## src/rtl/ipi_pkg.sv

```systemverilog
package ipi_pkg;
  // Field positions inside a source configuration word.
  localparam int MASK_BIT = 31;
  localparam int ACT_BIT  = 30;
  localparam int PRIO_LSB = 16;
  localparam int VEC_LSB  = 0;
  // Address pages (address bits [6:4]).
  localparam int PG_LSB = 4;
  localparam logic [2:0] PG_DISPATCH = 3'd4;
  localparam logic [2:0] PG_ACK      = 3'd5;
  localparam logic [2:0] PG_EOI      = 3'd6;
endpackage

```

## src/rtl/ipi_slot.sv

```systemverilog
module ipi_slot #(
  parameter int PRIO_W = 4,
  parameter int VEC_W  = 8
) (
  input  logic              clk,
  input  logic              rst,
  input  logic              cfg_we,
  input  logic              wr_mask,
  input  logic [PRIO_W-1:0] wr_prio,
  input  logic [VEC_W-1:0]  wr_vec,
  input  logic              fire,
  input  logic              take,
  input  logic              retire,
  output logic              mask,
  output logic [PRIO_W-1:0] prio,
  output logic [VEC_W-1:0]  vec,
  output logic              pend,
  output logic              insvc
);
  logic active;
  assign active = pend | insvc;

  always_ff @(posedge clk) begin
    if (rst) begin
      mask  <= 1'b1;
      prio  <= '0;
      vec   <= '0;
      pend  <= 1'b0;
      insvc <= 1'b0;
    end else begin
      if (cfg_we) begin
        mask <= wr_mask;
        if (!active) begin
          prio <= wr_prio;
          vec  <= wr_vec;
        end
      end
      if (fire)      pend <= 1'b1;
      else if (take) pend <= 1'b0;
      if (take)        insvc <= 1'b1;
      else if (retire) insvc <= 1'b0;
    end
  end

  p_reset_state_r1: assert property (@(posedge clk)
    rst |=> (mask && prio == '0 && vec == '0 && !pend && !insvc));

  p_frozen_when_active_r10: assert property (@(posedge clk) disable iff (rst)
    (cfg_we && active) |=> ($stable(prio) && $stable(vec)));
endmodule

```

## src/rtl/ipi_pick.sv

```systemverilog
module ipi_pick #(
  parameter int NSRC   = 4,
  parameter int PRIO_W = 4,
  localparam int SEL_W = (NSRC > 1) ? $clog2(NSRC) : 1
) (
  input  logic                         clk,
  input  logic                         rst,
  input  logic [NSRC-1:0]              mask,
  input  logic [NSRC-1:0]              pend,
  input  logic [NSRC-1:0]              insvc,
  input  logic [NSRC-1:0][PRIO_W-1:0]  prio,
  output logic                         any_elig,
  output logic [SEL_W-1:0]             sel,
  output logic                         any_insvc,
  output logic [SEL_W-1:0]             eoi_sel
);
  logic [PRIO_W-1:0] isr_max;
  logic [PRIO_W-1:0] best;
  logic [NSRC-1:0]   elig;

  always_comb begin
    any_insvc = 1'b0;
    isr_max   = '0;
    eoi_sel   = '0;
    for (int i = 0; i < NSRC; i++) begin
      if (insvc[i] && (!any_insvc || prio[i] > isr_max)) begin
        any_insvc = 1'b1;
        isr_max   = prio[i];
        eoi_sel   = SEL_W'(i);
      end
    end
    any_elig = 1'b0;
    best     = '0;
    sel      = '0;
    for (int i = 0; i < NSRC; i++) begin
      elig[i] = pend[i] && !mask[i] && (prio[i] != '0) && (prio[i] > isr_max);
      if (elig[i] && (!any_elig || prio[i] > best)) begin
        any_elig = 1'b1;
        best     = prio[i];
        sel      = SEL_W'(i);
      end
    end
  end

  p_sel_unmasked_pending_r4: assert property (@(posedge clk) disable iff (rst)
    any_elig |-> (!mask[sel] && pend[sel]));

  p_sel_nonzero_prio_r5: assert property (@(posedge clk) disable iff (rst)
    any_elig |-> (prio[sel] != '0));
endmodule

```

## src/rtl/ipi_src_ctrl.sv

```systemverilog
module ipi_src_ctrl #(
  parameter int NSRC   = 4,
  parameter int PRIO_W = 4,
  parameter int VEC_W  = 8,
  parameter int DATA_W = 32,
  parameter int ADDR_W = 7
) (
  input  logic              clk,
  input  logic              rst,
  input  logic              wr_en,
  input  logic [ADDR_W-1:0] wr_addr,
  input  logic [DATA_W-1:0] wr_data,
  input  logic              rd_en,
  input  logic [ADDR_W-1:0] rd_addr,
  output logic [DATA_W-1:0] rd_data,
  output logic              irq
);
  import ipi_pkg::*;
  localparam int SEL_W = (NSRC > 1) ? $clog2(NSRC) : 1;

  logic [2:0] wr_pg, rd_pg;
  assign wr_pg = wr_addr[PG_LSB +: 3];
  assign rd_pg = rd_addr[PG_LSB +: 3];

  logic unused_bits;
  assign unused_bits = ^{wr_data, wr_addr, rd_addr};

  logic                        ack_rd, eoi_wr;
  logic [NSRC-1:0]             mask, pend, insvc;
  logic [NSRC-1:0][PRIO_W-1:0] prio;
  logic [VEC_W-1:0]            vec [NSRC];
  logic [DATA_W-1:0]           cfg_word [NSRC];
  logic                        any_elig, any_insvc;
  logic [SEL_W-1:0]            sel, eoi_sel;

  assign ack_rd = rd_en && (rd_pg == PG_ACK);
  assign eoi_wr = wr_en && (wr_pg == PG_EOI);

  for (genvar i = 0; i < NSRC; i++) begin : g_slot
    logic cfg_we, fire, take, retire;
    assign cfg_we = wr_en && (wr_pg == 3'(i));
    assign fire   = wr_en && (wr_pg == PG_DISPATCH) && wr_data[i];
    assign take   = ack_rd && any_elig && (sel == SEL_W'(i));
    assign retire = eoi_wr && any_insvc && (eoi_sel == SEL_W'(i));

    ipi_slot #(.PRIO_W(PRIO_W), .VEC_W(VEC_W)) u_slot (
      .clk(clk), .rst(rst), .cfg_we(cfg_we),
      .wr_mask(wr_data[MASK_BIT]),
      .wr_prio(wr_data[PRIO_LSB +: PRIO_W]),
      .wr_vec(wr_data[VEC_LSB +: VEC_W]),
      .fire(fire), .take(take), .retire(retire),
      .mask(mask[i]), .prio(prio[i]), .vec(vec[i]),
      .pend(pend[i]), .insvc(insvc[i])
    );

    always_comb begin
      cfg_word[i]                     = '0;
      cfg_word[i][MASK_BIT]           = mask[i];
      cfg_word[i][ACT_BIT]            = pend[i] | insvc[i];
      cfg_word[i][PRIO_LSB +: PRIO_W] = prio[i];
      cfg_word[i][VEC_LSB +: VEC_W]   = vec[i];
    end
  end

  ipi_pick #(.NSRC(NSRC), .PRIO_W(PRIO_W)) u_pick (
    .clk(clk), .rst(rst), .mask(mask), .pend(pend), .insvc(insvc),
    .prio(prio), .any_elig(any_elig), .sel(sel),
    .any_insvc(any_insvc), .eoi_sel(eoi_sel)
  );

  always_ff @(posedge clk) begin
    if (rst) begin
      rd_data <= '0;
      irq     <= 1'b0;
    end else begin
      irq <= any_elig;
      if (rd_en) begin
        if (rd_pg < 3'(NSRC))
          rd_data <= cfg_word[rd_pg[SEL_W-1:0]];
        else if (rd_pg == PG_ACK)
          rd_data <= any_elig ? DATA_W'(vec[sel]) : DATA_W'({VEC_W{1'b1}});
        else
          rd_data <= '0;
      end
    end
  end

  p_ack_vector_r6: assert property (@(posedge clk) disable iff (rst)
    (ack_rd && any_elig) |=> (rd_data == DATA_W'($past(vec[sel]))));

  p_ack_spurious_r9: assert property (@(posedge clk) disable iff (rst)
    (ack_rd && !any_elig) |=> (rd_data == DATA_W'({VEC_W{1'b1}}) && $stable(pend) && $stable(insvc)));

  p_eoi_retires_r7: assert property (@(posedge clk) disable iff (rst)
    (eoi_wr && any_insvc) |=> !insvc[$past(eoi_sel)]);
endmodule

```

## config.mk

```make
export PLATFORM = sky130hd
export DESIGN_NAME = ipi_src_ctrl
export DESIGN_NICKNAME = d
export VERILOG_FILES = /design/src/rtl/ipi_pkg.sv /design/src/rtl/ipi_slot.sv /design/src/rtl/ipi_pick.sv /design/src/rtl/ipi_src_ctrl.sv
export SDC_FILE = /design/constraint.sdc
export NUM_CORES = 1
export LEC_CHECK = 0
export BUFFER_PORTS_ARGS = -buffer_cell sky130_fd_sc_hd__buf_2
export CAP_MARGIN = 5
export CORE_MARGIN = 4
export CORE_UTILIZATION = 37
export CTS_CLUSTER_DIAMETER = 80
export DETAILED_ROUTE_END_ITERATION = 16
export SYNTH_ARGS = -nofsm -noshare
export SYNTH_HDL_FRONTEND = slang
export SYNTH_HIERARCHICAL = 1
export SYNTH_SLANG_ARGS = --single-unit
```

## constraint.sdc

```tcl
create_clock -name clk -period 19.24 [get_ports clk]
set_input_delay 5.772 -clock clk [delete_from_list [all_inputs] [get_ports clk]]
set_output_delay 5.772 -clock clk [all_outputs]
set_load 0.05 [all_outputs]
```

==> results of run 1 <==
==> cells in the mapped netlist (all sizes together), types with 7 or more instances <==
master  count  area share
nor2b      28       0.032
nand2      16       0.011
inv        31       0.021
nand4       8      0.0091
ha         40       0.091
a21oi      42       0.044
clkbuf     11      0.0075
mux2       10       0.020
buf        31       0.046
nor3b       7       0.018
nand2b    108        0.12
mux2i      65        0.12
o211ai     11       0.016
nand3       7      0.0064
dfxtp      75        0.27
o21ai       9      0.0082
mux4       13       0.058
nor2       14      0.0095
==> per-stage QoR <==
step                      worst slack (ns)  power (uW)  instances  utilization
after floorplan                      9.974       202.7        606            -
after global placement               8.575       209.5        787       0.3915
after detailed placement             8.334       211.2        787       0.3915
after CTS                            8.266       370.8        803       0.4100
after global routing                 7.356       379.8        803       0.4100
final                                8.138       368.3        803       0.4100
==> cells by family (layout without fill, tap and decap cells) <==
family	Yosys count	after routing	share of synthesized area
and+or+nand+nor	222	222	0.2538
other	1	18	0.0006804
DFF	75	75	0.2724
muxes	88	88	0.1964
buffers and inverters	73	86	0.07446
adders and majority gates	40	40	0.09081
AOI/OAI and AO/OA	90	90	0.1115
==> sequential cells by signal, summed over array words and instances (netlist names) <==
signal	cells
g_slot.u_slot/pend	4
irq	1
g_slot.u_slot/prio	16
g_slot.u_slot/mask	4
g_slot.u_slot/insvc	4
rd_data	14
g_slot.u_slot/vec	32
==> worst max-delay path, delay by kind of cell (launching register included) <==
| family | cells | cell delay (ns) |
|---|---|---|
| simple gates | 14 | 2.62 |
| buf+inv | 1 | 0.07 |
| flops | 1 | 0.57 |
| compound gates | 20 | 4.16 |
| fa+ha+maj | 7 | 2.09 |
| mux | 4 | 1.38 |
==> routing by layer <==
metal	vias up	track usage	part of all wire
li1	2107	-	-
met3	27	0.02333	0.037
met4	2	0.07335	0.022
met2	103	0.2722	0.48
met1	2070	0.2231	0.46
met5	-	0	0.00078
==> layout make-up <==
class | count | area (um2) | share of cell area
multi-input cells | 458 | 3664 | 0.6124
flip-flops and latches | 75 | 1501 | 0.2510
clock buffers | 11 | 232.7 | 0.03890
well taps | 184 | 230.2 | 0.03849
repair buffers | 39 | 200.2 | 0.03347
inverters | 31 | 116.4 | 0.01945
clock inverters | 5 | 37.54 | 0.006275
==> how the worst min path moves through the flow <==
stage,startpoint,endpoint,depth (start not counted)
after global placement,g_slot[2].u_slot/vec[1],g_slot[2].u_slot/vec[1],2
final,rd_data[30],rd_data[30],2
after global routing,rd_data[30],rd_data[30],2
after detailed placement,rd_data[30],rd_data[30],2
after floorplan,g_slot[1].u_slot/vec[5],g_slot[1].u_slot/vec[5],2
after CTS,rd_data[30],rd_data[30],2
==> where the power goes <==
part | internal, uW | leakage [uW] | switching (uW)
clock | 87.9 | 0.000126 | 72.6
combinational | 17.0 | 0.00147 | 28.2
sequential | 159 | 0.000607 | 3.97
total | 264 | 0.00220 | 105
==> impl_metrics.ini, run 1 <==
[outcome]
outcome = finished clean

[setup_path]
r2r_slack_ns = 8.14
cp-end-kind = flip-flop
cp-startpoint = g_slot[0].u_slot/insvc
start_kind = flip-flop
path_max_fanout = 15
cp_slowest_cell = dfxtp_1
r2r_cells = 46
cp_slowest_stage_delay_ns = 0.57
worstReg2RegStart = g_slot[0].u_slot/insvc
crit_type = reg2reg
setup.worst_path.end = g_slot[1].u_slot/pend
reg2reg_to = g_slot[1].u_slot/pend
worstPathArrival_ns = 11.30
required_ns = 19.44

[flow_run]
maxCapViolations = 0

[sta]
period_minus_slack_ns = 11.10
max_freq_mhz = 90.07
period_share = 0.5770
hold_viol_final = 0
setup_tns_ns = 0
rsz0062_at_grt = no
clock-skew-final_ns = 0.009273
final_max_slew_viol_count = 0
slew_headroom = 0.2105
whs_ns = 0.4766
worstMarginPinSlew_ns = 1.183
setup_viol = 0

[yosys]
syn_area_per_cell_um2 = 9.357
syn_area_um2 = 5512
ys_seq_elements = 75
ys_async_sr_fraction = 0
syn_inst = 589
yosys_warnings = 6
synth-edff-count = 0
synth.distinct_cells = 56
yosys_most_used_dff = dfxtp_1
seq_area_frac_synth = 0.2724

[final_layout]
fillers = 1414
layout-drive-gt1-share = 0.1405
nets = 704
final_area_um2 = 5982
diodes = 0
area_delta_synth_final_pct = 8.536
final_cell_mix = 108 x nand2b_1, 75 x dfxtp_1, 65 x mux2i_1
final_common_cell = nand2b_1

[global_routing]
grt_max_degree = 124
grt_overflow = 0
grt_use_total = 0.1679
antenna_found_initial = 1
grt_pass1_vias = 4202
grt_pass1_wl_um = 22160

[detailed_routing]
drtIter0Drc = 298
firstDrtPassIters = 7
drcViolationCount = 0
via_per_inst = 5.366
wirelength_um = 14050
ant_nets = 0
num_vias = 4309
wl_per_cell_um = 17.49

[worst_hold_path]
hold_class = reg2reg

[cts]
post_cts_buffers = 0
clk_latency_ns = 0.35
path_clk_slew_ns = 0.06
cts-root-buf = clkbuf_16
clockBufferDepth = 2
cts_buffers = 9
cts_tree = built
cts_resized = 0
cts_max_level = 3
hold_buffers = 0
clkSinkCount = 75

[die]
die_w_um = 130.1
core_um2 = 14590
die_area_um2 = 16910
num_rows = 44
start_util = 0.3778
ios = 83
die_h_um = 130.1

[placement]
gp_congestion = 0.9215
placed_area_um2 = 5712
place_hpwl_um = 9863
io_buffers = 37

[power]
p_per_area_nw_per_um2 = 61.57
p_leak_uw = 0.002203
irDropWorstVdd_mv = 0.03925
(Power assumes the default switching activity.)
==> inputs of run 2 (changes only) <==
- ABC_AREA: unset -> 1
- clock period: 19.24 -> 11.6 ns (I/O delays scaled with it)
==> run 2 against run 1 <==
Clock power is 74% higher. Register-to-register slack worse by 6.1 ns. Fmax is 16% higher. Combinational power is 120% higher. Clock-buffer cell count stayed put. Final area is 4.9% higher. Global-route usage is 1.9 points higher. Sequential power is 70% higher. Non-clock buffer count is 2 higher. Via count is 32% higher. Critical path depth is 21 higher. Highest routed layer is now met4.
==> impl_metrics.ini, run 2 <==
[outcome]
outcome = finished clean

[yosys]
syn_area_um2 = 5886
synthTopCellsByArea = dfxtp_1 26%, nand2_1 17%, nand3_1 9.3%
syn_inst = 945
yosys-top-cells-count = 267 x nand2_1, 118 x inv_1, 109 x nand3_1
synth-edff-count = 0
syn_area_per_cell_um2 = 6.228
synth_top_cell_area_share = 0.2551
synth_largest_area_cell = dfxtp_1
ys_seq_elements = 75
yosys_most_used_dff = dfxtp_1
synth.distinct_cells = 35
yosysMostFrequentCell = nand2_1
seq_area_frac_synth = 0.2551
ys_async_sr_fraction = 0
yosys_warnings = 6

[placement]
dpl.cell_count = 1157
place_hpwl_um = 11840
pre_cts_ws_ns = 2.159
io_buffers = 37
gp_congestion = 0.8627

[cts]
path_clk_slew_ns = 0.06
hold_buffers = 0
cts_max_level = 3
cts_resized = 0
post_cts_buffers = 0
clkSinkCount = 75
cts-root-buf = clkbuf_16
clockBufferDepth = 2
clk_latency_ns = 0.34
cts_buffers = 9
cts_tree = built

[worst_hold_path]
worstHoldEndpoint = rd_data[16]
hold_depth = 2
hp-start = rd_data[16]
hold_class = reg2reg

[setup_path]
worstPathArrival_ns = 9.77
reg2reg_to = g_slot[3].u_slot/pend
cp-end-kind = flip-flop
required_ns = 11.79
worstReg2RegStart = g_slot[0].u_slot/prio[3]
cp_common_cell = nand2_1
cp_slowest_cell = nand2_1
crit_type = reg2reg
r2r_slack_ns = 2.02
path_max_fanout = 19
r2r_cells = 67
cp_slowest_stage_delay_ns = 0.64
start_kind = flip-flop

[power]
p_sw_uw = 190.8
seqPwrFrac = 0.422
p_comb_frac = 0.152
p_leak_uw = 0.003022
p_int_uw = 466.5
sw_frac_of_total = 0.2903
irDropWorstVdd_mv = 0.07839
clock_power_share = 0.426
p_per_area_nw_per_um2 = 104.8

[final_layout]
area_delta_synth_final_pct = 6.569
diodes = 0
nets = 1047
largestRegisters = g_slot.u_slot/vec: 32 flops, g_slot.u_slot/prio: 16 flops, rd_data: 14 flops
layout-drive-gt1-share = 0.1050
instances_no_fill = 1173
largest_register_ffs = 32
final_common_cell = nand2_1
utilization = 0.4081
largest-register = g_slot.u_slot/vec
fillers = 1700
final_cell_mix = 267 x nand2_1, 118 x inv_1, 109 x nand3_1

[global_routing]
grt_use_total = 0.1868
use_met3 = 0.03526
grt_pass1_wl_um = 26950
top_usage_layer = met2
grt_max_degree = 32
grt_overflow = 0
grt.met2_usage = 0.2866
grt_use_met1 = 0.2701
antenna_found_initial = 0
grt_pass1_vias = 5202

[sta]
hold_viol_final = 0
setup_viol = 0
slew_headroom = 0.4170
rsz0062_at_grt = no
period_share = 0.8259
final_max_slew_viol_count = 0
setup_tns_ns = 0
clock-skew-final_ns = 0.004443
worstMarginPinSlew_ns = 0.8725
max_freq_mhz = 104.4
period_minus_slack_ns = 9.580
layout_setup_ws_ns = 2.020
whs_ns = 0.4610

[die]
start_util = 0.3829
ios = 83
die_area_um2 = 17990
num_rows = 45
die_w_um = 134.1
core_um2 = 15370
die_h_um = 134.1

[flow_run]
maxCapViolations = 0

[detailed_routing]
drcViolationCount = 0
firstDrtPassIters = 5
wirelength_um = 16640
drtIter0Drc = 444
num_vias = 5695
ant_nets = 0
wl_per_cell_um = 14.18
via_per_inst = 4.855
run 2: cell types whose count changed after synthesis, sizes merged, moves of 28 or more:
cell,before,now
nand2,16,277
nand2b,108,0
nand3,7,112
inv,31,128
nor2,14,106
mux2i,65,0
a21oi,42,89
nor2b,28,0
run 2: power groups by stage:
stage	clock [uW]	sequential, uW	combinational (uW)
floorplan	0	285	78.2
global placement	0	283	98.9
detailed placement	0	283	99.7
CTS	285	277	99.9
global route	293	278	113
finish	280	277	100
run 2: cells by family (layout without fill, tap and decap cells):
kind of cell    after synthesis  after routing  synth area share
flops                        75             75            0.2551
other cells                   1             18         0.0006371
compound gates              120            120            0.1061
fa+ha+maj                    40             40           0.08503
simple gates                522            522            0.3909
buf+inv                     187            187            0.1622
run 2: stage by stage:
| step | area (um2) | total power, uW |
|---|---|---|
| 6_report | 6272 | 657.4 |
| 5_1_grt | 6272 | 684.8 |
| 4_1_cts | 6272 | 662.0 |
| 3_5_place_dp | 5977 | 382.5 |
| 3_3_place_gp | 5977 | 381.7 |
| 2_1_floorplan | 5949 | 363.1 |
run 2: how the worst max path moves through the flow:
stage | startpoint | endpoint | slack (ns) | depth (start not counted)
2_1_floorplan | g_slot[0].u_slot/insvc | g_slot[1].u_slot/pend | 3.95 | 70
3_3_place_gp | g_slot[0].u_slot/prio[3] | g_slot[1].u_slot/pend | 2.21 | 67
3_5_place_dp | g_slot[0].u_slot/prio[3] | g_slot[3].u_slot/pend | 2.16 | 68
4_1_cts | g_slot[0].u_slot/prio[3] | g_slot[3].u_slot/pend | 2.12 | 68
5_1_grt | g_slot[0].u_slot/prio[3] | rd_data[6] | 0.92 | 70
6_report | g_slot[0].u_slot/prio[3] | g_slot[3].u_slot/pend | 2.02 | 67
run 2: worst max-delay path: cells and delay by family, from the launching register on:
kind	cells	cell delay, ns
AND/OR/NAND/NOR	38	4.19
adder cells (fa/ha/maj)	7	2.07
AO/OA/AOI/OAI	14	1.60
buffers and inverters	8	0.89
flip-flops	1	0.63
run 2: final cells by class:
| cell class | count | area (um2) | area share |
|---|---|---|---|
| sequential | 75 | 1501 | 0.2394 |
| clock inverter | 5 | 52.55 | 0.008378 |
| tap | 211 | 264.0 | 0.04209 |
| clock buffer | 11 | 242.7 | 0.03870 |
| multi-input combinational | 700 | 3503 | 0.5585 |
| inverter | 130 | 493.0 | 0.07860 |
| timing repair buffer | 41 | 215.2 | 0.03431 |
run 2: per-layer routing:
layer | share of wire | vias up
met5 | 0 | -
met4 | 0.012 | 0
met3 | 0.074 | 15
met2 | 0.43 | 154
met1 | 0.49 | 2552
li1 | - | 2974
==> inputs of run 3 (changes only) <==
- clock period: 11.6 -> 7.9 ns (I/O delays scaled with it)
==> run 3 against run 2 <==
Clock power is 47% higher. Via count is 5.9% higher. Sequential cell count stayed put. Utilization is 8.0 points higher. Sequential share of layout area is 3.9 points lower. Largest cell class unchanged. Global-route usage is 1.0 points higher. Final cell count is 6.4% higher.
==> impl_metrics.ini, run 3 (same netlist as run 2, synthesis figures left out) <==
[outcome]
outcome = finished clean

[sta]
setup_viol = 0
clock-skew-final_ns = 0.003920
period_share = 0.9933
rsz0062_at_grt = yes
setup_tns_ns = 0
max_freq_mhz = 127.4
hold_viol_final = 0
layout_setup_ws_ns = 0.05328
worstMarginPinSlew_ns = 0.6609
final_max_slew_viol_count = 0
slew_headroom = 0.5594
period_minus_slack_ns = 7.847

[die]
start_util = 0.3829
die_h_um = 134.1
die_w_um = 134.1
die_area_um2 = 17990
ios = 83
num_rows = 45
core_um2 = 15370

[setup_path]
cp_slowest_cell = dfxtp_4
cp-end-kind = flip-flop
cp_common_cell = nand2_2
crit_type = reg2reg
path_max_fanout = 6
r2r_cells = 71
required_ns = 8.10
r2r_slack_ns = 0.05
reg2reg_to = rd_data[1]
worstPathArrival_ns = 8.05
crit_buf_inv = 8
cp_slowest_stage_delay_ns = 0.41
start_kind = flip-flop
worstReg2RegStart = g_slot[0].u_slot/insvc
crit_family = simple AND/OR/NAND/NOR gates

[detailed_routing]
via_per_inst = 4.833
drcViolationCount = 0
wl_per_cell_um = 14.42
wirelength_um = 17990
drtIter0Drc = 361
firstDrtPassIters = 5
ant_nets = 0
num_vias = 6031

[final_layout]
area_delta_synth_final_pct = 27.36
largest_register_ffs = 32
final_common_cell = nand2_1
largest-register = g_slot.u_slot/vec
instances_no_fill = 1248
final_cell_mix = 224 x nand2_1, 112 x inv_1, 97 x nand3_1
layout-drive-gt1-share = 0.2671
largestRegisters = g_slot.u_slot/vec: 32 flops, g_slot.u_slot/prio: 16 flops, rd_data: 14 flops
diodes = 0
nets = 1122

[cts]
cts-root-buf = clkbuf_16
cts_tree = built
cts_max_level = 3
path_clk_slew_ns = 0.06
clkSinkCount = 75
clk_latency_ns = 0.34
clockBufferDepth = 2
hold_buffers = 0
cts_buffers = 9

[power]
irDropWorstVdd_mv = 0.1553
p_leak_uw = 0.003602
p_per_area_nw_per_um2 = 131.1

[global_routing]
grt_pass1_vias = 5478
grt_overflow = 0
antenna_found_initial = 0
grt_use_total = 0.1970
grt_pass1_wl_um = 28470
grt_max_degree = 32

[worst_hold_path]
hp-start = rd_data[16]
hold_class = reg2reg
hold_depth = 2
worstHoldEndpoint = rd_data[16]

[placement]
gp_congestion = 0.8267
io_buffers = 37
pre_cts_ws_ns = -0.5720
dpl.cell_count = 1216
place_hpwl_um = 12480

[flow_run]
maxCapViolations = 0
[run 3: cell types whose count changed in the layout (fill, tap and decap cells not counted), sizes merged]
cell,delta
buf,+75
clkinv,-1
inv,+1
[run 3: routing by layer]
metal	track usage	vias up	wire length (um)
met5	0	-	0
met4	0.04186	0	317
met3	0.03076	25	904
met2	0.3287	133	8196
met1	0.2704	2750	8574
li1	-	3123	-
[run 3: power by group]
part | internal, uW | switching, uW | leakage [uW] | total, uW
logic | 52.7 | 115 | 0.00285 | 168
clock network | 252 | 160 | 0.000145 | 411
registers | 391 | 12.8 | 0.000610 | 404
[run 3: repair_timing]
action                     in CTS  in global routing
cloned                          2                  0
buffers inserted                8                  7
resized for setup              59                 85
hold endpoints to repair        0                  0
setup endpoints to repair      16                 16
pin swaps                      36                 60
[run 3: tightest hold or removal path, stage by stage (launching register included)]
cell	delay, ns
dfxtp_1	0.30
nand2_1	0.06
a21oi_1	0.05
[run 3: how the worst max path moves through the flow]
stage	start	endpoint	slack, ns	depth (start not counted)
after floorplan	g_slot[0].u_slot/insvc	g_slot[1].u_slot/pend	0.25	70
after global placement	g_slot[0].u_slot/insvc	rd_data[1]	-0.54	68
after detailed placement	g_slot[0].u_slot/insvc	rd_data[1]	-0.57	70
after CTS	g_slot[0].u_slot/insvc	rd_data[7]	0.005	70
after global routing	g_slot[0].u_slot/insvc	rd_data[2]	-0.49	73
final	g_slot[0].u_slot/insvc	rd_data[1]	0.05	71
[run 3: final cells by class]
type | count | area [um2]
sequential | 75 | 1505
multi-input combinational | 700 | 4066
timing repair buffer | 116 | 854.6
clock inverter | 5 | 52.55
clock buffer | 11 | 242.7
inverter | 130 | 510.5
tap | 211 | 264.0
fill | 1582 | 7875
[run 3: stage by stage]
step                power [uW]  utilization  hold WS, ns  area, um2
floorplan                533.2            -       0.4489       5949
global placement         564.4       0.4201       0.4535       6457
detailed placement       565.5       0.4201       0.4552       6457
CTS                      982.5       0.4612       0.4642       7089
global route              1028       0.4877       0.4848       7496
finish                   982.9       0.4877       0.4597       7496
